--- config.mk ---
export PLATFORM = sky130hd
export DESIGN_NAME = peak_win_det
export DESIGN_NICKNAME = d
export VERILOG_FILES = /design/src/rtl/pkd_pkg.sv /design/src/rtl/pkd_window.sv /design/src/rtl/pkd_lmax.sv /design/src/rtl/pkd_refr.sv /design/src/rtl/peak_win_det.sv
export SDC_FILE = /design/constraint.sdc
export NUM_CORES = 1
export LEC_CHECK = 0
export ABC_AREA = 1
export BUFFER_PORTS_ARGS = -buffer_cell sky130_fd_sc_hd__buf_4
export CAP_MARGIN = 5
export CORE_UTILIZATION = 55
export DETAILED_ROUTE_END_ITERATION = 10
export GPL_ROUTABILITY_DRIVEN = 0
export PLACE_DENSITY = 0.76
export SKIP_LAST_GASP = 1
export SYNTH_ARGS = -nofsm -noshare
export SYNTH_HDL_FRONTEND = slang
export SYNTH_SLANG_ARGS = --single-unit
--- constraint.sdc ---
create_clock -name clk -period 1.64 [get_ports clk]
set_input_delay 0.328 -clock clk [delete_from_list [all_inputs] [get_ports clk]]
set_output_delay 0.328 -clock clk [all_outputs]
set_load 0.05 [all_outputs]
--- src/rtl/pkd_pkg.sv ---
package pkd_pkg;
  // Number of bits to hold values 0..v
  function automatic int unsigned bits_for(input int unsigned v);
    return (v < 2) ? 1 : $clog2(v + 1);
  endfunction
endpackage

--- src/rtl/pkd_window.sv ---
module pkd_window
  import pkd_pkg::*;
#(
  parameter int unsigned DW   = 12,
  parameter int unsigned HALF = 2
) (
  input  logic                        clk,
  input  logic                        rst,
  input  logic [DW-1:0]               smp_i,
  input  logic [DW-1:0]               thr_i,
  output logic [2*HALF:0][DW-1:0]     win_o,
  output logic [DW-1:0]               cen_thr_o,
  output logic                        full_o
);
  localparam int unsigned HIST   = 2 * HALF;
  localparam int unsigned FILL_W = bits_for(HIST);
  localparam logic [FILL_W-1:0] FILL_MAX = FILL_W'(HIST);

  logic [HIST-1:0][DW-1:0] hist_q, hist_d;
  logic [HALF-1:0][DW-1:0] thr_q, thr_d;
  logic [FILL_W-1:0]       fill_q, fill_d;
  logic                    adv;

  assign adv = 1'b1;

  always_comb begin
    hist_d = hist_q;
    thr_d  = thr_q;
    fill_d = fill_q;
    if (adv) begin
      hist_d[0] = smp_i;
      for (int i = 1; i < HIST; i++) hist_d[i] = hist_q[i-1];
      thr_d[0] = thr_i;
      for (int i = 1; i < HALF; i++) thr_d[i] = thr_q[i-1];
      if (fill_q != FILL_MAX) fill_d = fill_q + FILL_W'(1);
    end
  end

  always_ff @(posedge clk) begin
    if (rst) begin
      hist_q <= '0;
      thr_q  <= '0;
      fill_q <= '0;
    end else begin
      hist_q <= hist_d;
      thr_q  <= thr_d;
      fill_q <= fill_d;
    end
  end

  // Newest sample at index 0, oldest at index HIST
  always_comb begin
    win_o[0] = smp_i;
    for (int i = 1; i <= HIST; i++) win_o[i] = hist_q[i-1];
  end

  assign cen_thr_o = thr_q[HALF-1];
  assign full_o    = (fill_q == FILL_MAX);

  // once the window is full it stays full until reset
  assert_full_sticky_R5: assert property (@(posedge clk) disable iff (rst)
    full_o |=> full_o);

  // the fill count restarts from zero after reset
  assert_fill_clear_R8: assert property (@(posedge clk)
    rst |=> (fill_q == '0));
endmodule

--- src/rtl/pkd_lmax.sv ---
module pkd_lmax #(
  parameter int unsigned DW   = 12,
  parameter int unsigned HALF = 2
) (
  input  logic [2*HALF:0][DW-1:0] win_i,
  input  logic [DW-1:0]           cen_thr_i,
  output logic                    cand_o
);
  localparam int unsigned WIN = 2 * HALF + 1;

  logic [WIN-1:0] above;
  logic           level_ok;

  for (genvar i = 0; i < WIN; i++) begin : g_cmp
    if (i == HALF) begin : g_self
      assign above[i] = 1'b1;
    end else begin : g_nbr
      assign above[i] = (win_i[HALF] > win_i[i]);
    end
  end

  assign level_ok = (win_i[HALF] >= cen_thr_i);
  assign cand_o   = level_ok & (&above);

  // a candidate never ties with its nearest neighbours
  always_comb begin
    if (cand_o) begin
      assert_no_tie_R3: assert ((win_i[HALF] != win_i[HALF-1]) && (win_i[HALF] != win_i[HALF+1]));
    end
  end
endmodule

--- src/rtl/pkd_refr.sv ---
module pkd_refr
  import pkd_pkg::*;
#(
  parameter int unsigned GAP = 50
) (
  input  logic clk,
  input  logic rst,
  input  logic full_i,
  input  logic cand_i,
  output logic accept_o
);
  localparam int unsigned DIST_W = bits_for(GAP);
  localparam logic [DIST_W-1:0] GAP_V = DIST_W'(GAP);

  logic              seen_q, seen_d;
  logic [DIST_W-1:0] dist_q, dist_d;
  logic              clear_ok;

  assign clear_ok = !seen_q || (dist_q >= GAP_V);
  assign accept_o = full_i & cand_i & clear_ok;

  always_comb begin
    seen_d = seen_q;
    dist_d = dist_q;
    if (full_i) begin
      if (accept_o) begin
        seen_d = 1'b1;
        dist_d = DIST_W'(1);
      end else if (dist_q < GAP_V) begin
        dist_d = dist_q + DIST_W'(1);
      end
    end
  end

  always_ff @(posedge clk) begin
    if (rst) begin
      seen_q <= 1'b0;
      dist_q <= '0;
    end else begin
      seen_q <= seen_d;
      dist_q <= dist_d;
    end
  end

  // distance counter saturates and never wraps
  assert_dist_sat_R6: assert property (@(posedge clk) disable iff (rst)
    dist_q <= GAP_V);

  // after an acceptance the next judged sample is at distance one
  assert_dist_restart_R7: assert property (@(posedge clk) disable iff (rst)
    accept_o |=> (dist_q == DIST_W'(1)));
endmodule

--- src/rtl/peak_win_det.sv ---
module peak_win_det
  import pkd_pkg::*;
#(
  parameter int unsigned DW   = 12,
  parameter int unsigned HALF = 2,
  parameter int unsigned GAP  = 50
) (
  input  logic          clk,
  input  logic          rst,
  input  logic [DW-1:0] smp_i,
  input  logic [DW-1:0] thr_i,
  output logic          peak_o
);
  localparam int unsigned WIN   = 2 * HALF + 1;
  localparam int unsigned CHK_W = bits_for(GAP + WIN);

  logic [WIN-1:0][DW-1:0] win;
  logic [DW-1:0]          cen_thr;
  logic                   full;
  logic                   cand;
  logic                   accept;
  logic                   peak_q, peak_d;

  pkd_window #(.DW(DW), .HALF(HALF)) u_win (
    .clk      (clk),
    .rst      (rst),
    .smp_i    (smp_i),
    .thr_i    (thr_i),
    .win_o    (win),
    .cen_thr_o(cen_thr),
    .full_o   (full)
  );

  pkd_lmax #(.DW(DW), .HALF(HALF)) u_lmax (
    .win_i    (win),
    .cen_thr_i(cen_thr),
    .cand_o   (cand)
  );

  pkd_refr #(.GAP(GAP)) u_refr (
    .clk     (clk),
    .rst     (rst),
    .full_i  (full),
    .cand_i  (cand),
    .accept_o(accept)
  );

  assign peak_d = accept;

  always_ff @(posedge clk) begin
    if (rst) peak_q <= 1'b0;
    else     peak_q <= peak_d;
  end

  assign peak_o = peak_q;

  // Checker state: samples since reset, cycles since last pulse
  logic [CHK_W-1:0] chk_cnt, chk_gap;
  logic             chk_seen;

  always_ff @(posedge clk) begin
    if (rst) begin
      chk_cnt  <= '0;
      chk_gap  <= '0;
      chk_seen <= 1'b0;
    end else begin
      if (chk_cnt < CHK_W'(WIN)) chk_cnt <= chk_cnt + CHK_W'(1);
      if (peak_o) begin
        chk_seen <= 1'b1;
        chk_gap  <= CHK_W'(1);
      end else if (chk_gap < CHK_W'(GAP)) begin
        chk_gap <= chk_gap + CHK_W'(1);
      end
    end
  end

  // no pulse before a full window has been taken
  assert_no_early_R5: assert property (@(posedge clk) disable iff (rst)
    peak_o |-> (chk_cnt >= CHK_W'(WIN)));

  // pulses are a single cycle wide
  assert_one_cycle_R4: assert property (@(posedge clk) disable iff (rst)
    peak_o |=> !peak_o);

  // pulses are at least GAP cycles apart
  assert_refr_gap_R6: assert property (@(posedge clk) disable iff (rst)
    (peak_o && chk_seen) |-> (chk_gap >= CHK_W'(GAP)));

  // output low after a reset edge
  assert_rst_quiet_R8: assert property (@(posedge clk)
    rst |=> !peak_o);

  // the judged sample reached its own level
  assert_level_R2: assert property (@(posedge clk) disable iff (rst)
    peak_o |-> $past(win[HALF] >= cen_thr));
endmodule

==> impl_metrics.yaml, run 1 <==
sta:
  worst_slack_ns: -0.331
  holdWs_ns: 0.172
  tightestPinTransition_ns: 0.315
  slew_headroom_pct: 79.0
  final.period_utilization_pct: 120
  setup_viol: 8
  finalMaxSlewViolations: 0
  fmax_ghz: 0.507
  hold_viol_final: 0
  finClkSkew_ns: 0.0141
  fin_crit_ns: 1.97
  rsz0062_at_grt: "yes"
global_route:
  grt_pass1_vias: 3374
  track_usage_pct: 23.6
  grt_overflow: 0
  grt_first_pass_wirelength_um: 14300
  grt_start_max_net_pins: 60
  grt_antenna_before_repair: 0
yosys:
  synth_simple_gate_area_share_pct: 22.6
  ys_seq_elements: 83
  muxShareOfSynthArea_pct: 0
  synth-compound-area-share_pct: 4.33
  syn_inst: 569
  synth_nets: 659
  synth_xor_area_share_pct: 1.04
  synth_cell_types: 26
  seq_area_frac_synth_pct: 39.4
  synthAdderAreaFrac_pct: 19.0
  synth_top_family_by_area: "simple AND/OR/NAND/NOR gates"
  synth_area_mm2: 0.00422
  synth_warnings: 0
  synth_area_per_cell_um2: 7.41
finish:
  multi_input_area_mm2: 0.00262
  nets: 715
  regArea_mm2: 0.00170
  postLayoutCellArea_mm2: 0.00560
  syn2layout_area_growth_pct: 32.8
  n_fill_cell: 477
  n_antenna_cell: 0
  drive_gt1_share_pct: 28.0
floorplan:
  die_x_um: 89.6
  rows: 31
  die-area_mm2: 0.00802
  start_util_pct: 57.5
  ios: 27
  coreArea_mm2: 0.00733
  die_h_um: 89.6
drt:
  totalWireLength_um: 9400
  num_vias: 3514
  drtPass1Iterations: 4
  ant_nets: 0
  remaining_drc_errors: 0
  wire_per_inst_um: 12.9
  vias_per_cell: 4.83
  drtIter0Drc: 111
outcome:
  violations: "setup timing"
  status: "complete, but fails checks"
place:
  detailed_place_hpwl_um: 5940
  io_buffer_count: 26
  dp_slack_ns: -0.385
  place_area_mm2: 0.00482
clock_tree:
  cts.clk_slew.worst_paths_ns: 0.09
  cts_tree: "built"
  cts.sinks: 83
  clk_latency_ns: 0.36
  cts-root-buf: "clkbuf_8"
  cts_buffers: 9
  ctsHtreeMaxLevel: 3
  clockBufferDepth: 2
critical_path:
  path_max_fanout: 6
  cp-start-kind: "flop"
  cp.required_ns: 1.93
  worstSetupPathType: "flop to flop"
  critPathCaptureType: "flop"
  arrival_ns: 2.26
worst_hold_path:
  hold_class: "input pin to flop"
run:
  cap_violations: 0
power_and_ir_drop:
  max-vdd-ir-drop_mv: 0.681
  power_leakage_nw: 2.72
  power_density_mw_per_mm2: 870
[layer usage]
| layer | vias up | global-route usage, % | share of wire (%) |
|---|---|---|---|
| met1 | 1632 | 26.8 | 42 |
| li1 | 1810 | - | - |
| met5 | - | 0 | 0 |
| met4 | 0 | 9.52 | 2.1 |
| met3 | 18 | 4.71 | 2.7 |
| met2 | 54 | 43.0 | 54 |
[area by class of cell]
class	instances	share of cell area [%]
inverter	142	9.54
multi-input combinational	336	46.8
tap	99	2.21
clock buffer	11	2.52
sequential	83	30.4
clock inverter	4	0.916
timing repair buffer	53	7.59
[power breakdown]
part           internal (W)  total, W  switching, W
clock network      0.000737   0.00145      0.000708
registers           0.00215   0.00227      0.000125
logic              0.000510   0.00115      0.000643
total               0.00339   0.00487       0.00148
[synthesized netlist by cell type]
master | count | area share (%)
nand3_1 | 12 | 1.4
a21o_1 | 4 | 0.71
nand2_1 | 92 | 8.2
nor3_1 | 1 | 0.12
xor2_1 | 4 | 0.83
inv_1 | 139 | 12
a21oi_1 | 23 | 2.7
ha_1 | 64 | 19
dfxtp_1 | 83 | 39
o21a_1 | 1 | 0.18
clkinv_1 | 2 | 0.18
buf_6 | 1 | 0.27
inv_2 | 1 | 0.089
xnor2_1 | 1 | 0.21
nor2_1 | 110 | 9.8
nor2_2 | 4 | 0.59
nor2_4 | 1 | 0.27
clkbuf_1 | 6 | 0.53
nand3_2 | 3 | 0.71
nand2_2 | 5 | 0.74
nand3b_1 | 1 | 0.18
nand4_1 | 2 | 0.30
o21ai_0 | 4 | 0.47
a311o_1 | 1 | 0.24
buf_1 | 2 | 0.18
and2_1 | 2 | 0.30
[state kept, by name, summed over array words and instances, names as in the netlist]
signal and flops:
u_win.cen_thr_o 12, peak_o 1, u_win.thr_d 12, u_refr.seen_q 1, u_refr.dist_q 6, u_win.win_o 48, u_win.fill_q 3
[final timing paths]
check	start	end	slack (ns)	cells past startpoint
max	u_win.win_o[29]	u_refr.dist_q[3]	-0.33	12
max reg2reg	u_win.win_o[29]	u_refr.dist_q[3]	-0.33	12
min	thr_i[11]	u_win.thr_d[23]	0.17	3
min reg2reg	u_win.thr_d[19]	u_win.cen_thr_o[7]	0.40	2
[cell usage in the layout, fill, tap and decap left out, types with 2 or more instances in the layout]
cell type	instances
nor2_4	9
buf_4	48
a21o_1	4
nor2_1	101
o21ai_0	3
nor2_2	5
dfxtp_2	3
dfxtp_4	10
nand3_2	6
nand2_2	20
nand3_1	8
clkinv_2	2
inv_2	8
xor2_1	4
clkbuf_8	10
nand4_1	2
ha_4	34
inv_1	132
nand2_4	11
dfxtp_1	70
a21oi_1	23
ha_1	30
buf_6	4
nand2_1	67
[critical path: stages (launching register included)]
cell     delay, ns
dfxtp_4       0.41
buf_6         0.13
ha_4          0.27
a21oi_1       0.07
o21ai_1       0.20
nand2_1       0.09
nand4_1       0.18
nand3_2       0.14
nand2_4       0.11
nand2_4       0.08
nand2_2       0.06
nand2_1       0.05
nor2_1        0.11
[cell families (layout without fill, tap and decap cells)]
kind of cell	Yosys count	count (layout)
XOR/XNOR	5	5
AO/OA/AOI/OAI	33	33
adder cells (fa/ha/maj)	64	64
flip-flops	83	83
buffers and inverters	151	210
AND/OR/NAND/NOR	233	234
[what timing repair did]
| item | in CTS | in global routing |
|---|---|---|
| gates resized for setup | 48 | 54 |
| setup buffers | 2 | 1 |
| setup endpoints to repair | 8 | 8 |
| cloned | 1 | 0 |
| pin swaps | 22 | 35 |
| hold buffers | 0 | 0 |
[through the flow]
step	instances	power (W)	util (%)	setup TNS [ns]
6_report	728	0.00487	76.4	-2.41
5_1_grt	728	0.00514	76.4	-3.07
4_1_cts	727	0.00475	71.8	-1.85
3_5_place_dp	709	0.00324	65.8	-2.46
3_3_place_gp	709	0.00317	65.8	-2.12
2_1_floorplan	569	0.00295	-	-0.420
No activity file was read; power rests on OpenSTA's default activity.
==> run 2: changes to the inputs <==
--- a/config.mk
+++ b/config.mk
@@ -7,11 +7,12 @@
 export LEC_CHECK = 0
 export ABC_AREA = 1
 export BUFFER_PORTS_ARGS = -buffer_cell sky130_fd_sc_hd__buf_4
-export CAP_MARGIN = 5
+export CAP_MARGIN = 20
 export CORE_UTILIZATION = 55
 export DETAILED_ROUTE_END_ITERATION = 10
 export GPL_ROUTABILITY_DRIVEN = 0
 export PLACE_DENSITY = 0.76
+export SKIP_CTS_REPAIR_TIMING = 1
 export SKIP_LAST_GASP = 1
 export SYNTH_ARGS = -nofsm -noshare
 export SYNTH_HDL_FRONTEND = slang
==> impl_metrics.yaml, run 2 (synthesis gave the netlist of run 1 again) <==
drt:
  drtIter0Drc: 68
  remaining_drc_errors: 0
  vias_per_cell: 4.72
  wire_per_inst_um: 11.4
  drtPass1Iterations: 4
  ant_nets: 0
  totalWireLength_um: 8300
  num_vias: 3430
finish:
  final_cell_mix: "inv_1, nor2_1, nand2_1"
  n_antenna_cell: 0
  drive_gt1_share_pct: 24.1
  syn2layout_area_growth_pct: 27.2
  largest_register_ffs: 48
  nets: 713
  final_common_cell: "inv_1"
sta:
  holdWs_ns: 0.178
  hold_viol_final: 0
  final.period_utilization_pct: 122
  finClkSkew_ns: 0.0102
  slew_headroom_pct: 79.5
  setup_viol: 8
  rsz0062_at_grt: "yes"
  worst_slack_ns: -0.366
  fmax_ghz: 0.499
  tightestPinTransition_ns: 0.307
  fin_crit_ns: 2.01
  finalMaxSlewViolations: 0
power_and_ir_drop:
  switching_power_w: 0.00139
  max-vdd-ir-drop_mv: 0.672
  p_int_w: 0.00334
  seqPwrFrac_pct: 47.9
  power_leakage_nw: 2.69
  swShare_pct: 29.4
  power_density_mw_per_mm2: 883
  total_power_w: 0.00474
  clkPwrFrac_pct: 30.3
  combPwrFrac_pct: 21.8
clock_tree:
  cts.sinks: 83
  cts.clk_slew.worst_paths_ns: 0.08
  cts-root-buf: "clkbuf_8"
  clk_latency_ns: 0.35
  ctsHtreeMaxLevel: 3
  clockBufferDepth: 2
  cts_buffers: 9
  cts_tree: "built"
critical_path:
  critPathTopFamily: "simple AND/OR/NAND/NOR gates"
  critPathCaptureType: "flop"
  critPathBufInv: 1
  worstSetupPathType: "flop to flop"
  reg2reg_to: "u_refr.dist_q[5]"
  path_max_fanout: 6
  cp.required_ns: 1.88
  crit_chain: "buf_4 -> ha_4 -> nand2_1 -> nor2_2 -> and2_1 -> nand2_1 -> nand4_1 -> nand3_2 -> nand2_4 -> nand2_2 -> nor2_1 -> nor2_1"
  cp_slowest_stage_delay_ns: 0.41
  r2r-start: "u_win.win_o[29]"
  rrSetupSlack_ns: -0.37
  cp-start-kind: "flop"
  cp_slowest_cell: "dfxtp_4"
  r2r_cells: 12
  arrival_ns: 2.25
worst_hold_path:
  hold-path-endpoint: "u_win.thr_d[13]"
  whs_path_depth: 3
  hp-start: "thr_i[1]"
  hold_class: "input pin to flop"
global_route:
  track_usage_pct: 22.0
  grt_start_max_net_pins: 60
  grt_pass1_vias: 3250
  grt_antenna_before_repair: 0
  grt_overflow: 0
  grt_first_pass_wirelength_um: 13400
floorplan:
  die-area_mm2: 0.00802
  start_util_pct: 57.5
  ios: 27
  coreArea_mm2: 0.00733
  die_h_um: 89.6
  rows: 31
  die_x_um: 89.6
place:
  detailed_place_hpwl_um: 5940
  io_buffer_count: 26
run:
  cap_violations: 0
outcome:
  status: "complete, but fails checks"
  violations: "setup timing"
run 2: changes by cell type in the layout (fill, tap and decap cells not counted), sizes merged:
| cell | change |
|---|---|
| buf | -2 |
| clkinv | -1 |
| inv | +1 |
run 2: metrics by stage:
step,cells,instance area [um2],TNS (ns),utilization [%],setup WS [ns]
4_1_cts,724,5020,-2.72,68.4,-0.414
3_3_place_gp,709,4820,-2.12,65.8,-0.322
5_1_grt,726,5360,-3.37,73.1,-0.478
2_1_floorplan,569,4350,-0.420,-,-0.0762
6_report,726,5360,-2.56,73.1,-0.366
3_5_place_dp,709,4820,-2.46,65.8,-0.385
run 2: area by class of cell:
type	count	area [um2]
Clock inverter	4	51.3
Multi-Input combinational cell	336	2410
Timing Repair Buffer	51	399
Tap cell	99	124
Fill cell	533	1970
Clock buffer	11	141
Sequential cell	83	1700
Inverter	142	533
run 2: power by group through the flow:
stage,Combinational (W),Clock (W),Sequential (W)
final,0.00103,0.00144,0.00227
after global routing,0.00119,0.00155,0.00229
after CTS,0.000934,0.00147,0.00227
after detailed placement,0.000922,0,0.00231
after global placement,0.000869,0,0.00230
after floorplan,0.000670,0,0.00228
run 2: worst reg2reg max path, delay by kind of cell (launching register included):
family	cells	cell delay, ns
fa+ha+maj	1	0.26
buf+inv	1	0.16
flops	1	0.41
simple gates	10	1.08
run 2: how the worst max path moves through the flow:
| stage | startpoint | end | slack, ns | cells after the start |
|---|---|---|---|---|
| final | u_win.win_o[29] | u_refr.dist_q[5] | -0.37 | 12 |
| after global routing | u_win.win_o[29] | u_refr.dist_q[4] | -0.48 | 13 |
| after CTS | u_win.win_o[27] | u_refr.dist_q[4] | -0.41 | 13 |
| after detailed placement | smp_i[5] | u_refr.dist_q[4] | -0.38 | 15 |
| after global placement | smp_i[5] | u_refr.dist_q[5] | -0.32 | 15 |
| after floorplan | u_win.win_o[33] | u_refr.dist_q[0] | -0.08 | 15 |
run 2: layer usage:
layer  GRT usage [%]  routed length, um  up-vias
met5               0                  0        -
met1            25.4               3640     1564
li1                -                  -     1801
met4            9.96                209        0
met2            38.6               4240       43
met3            5.17                207       22
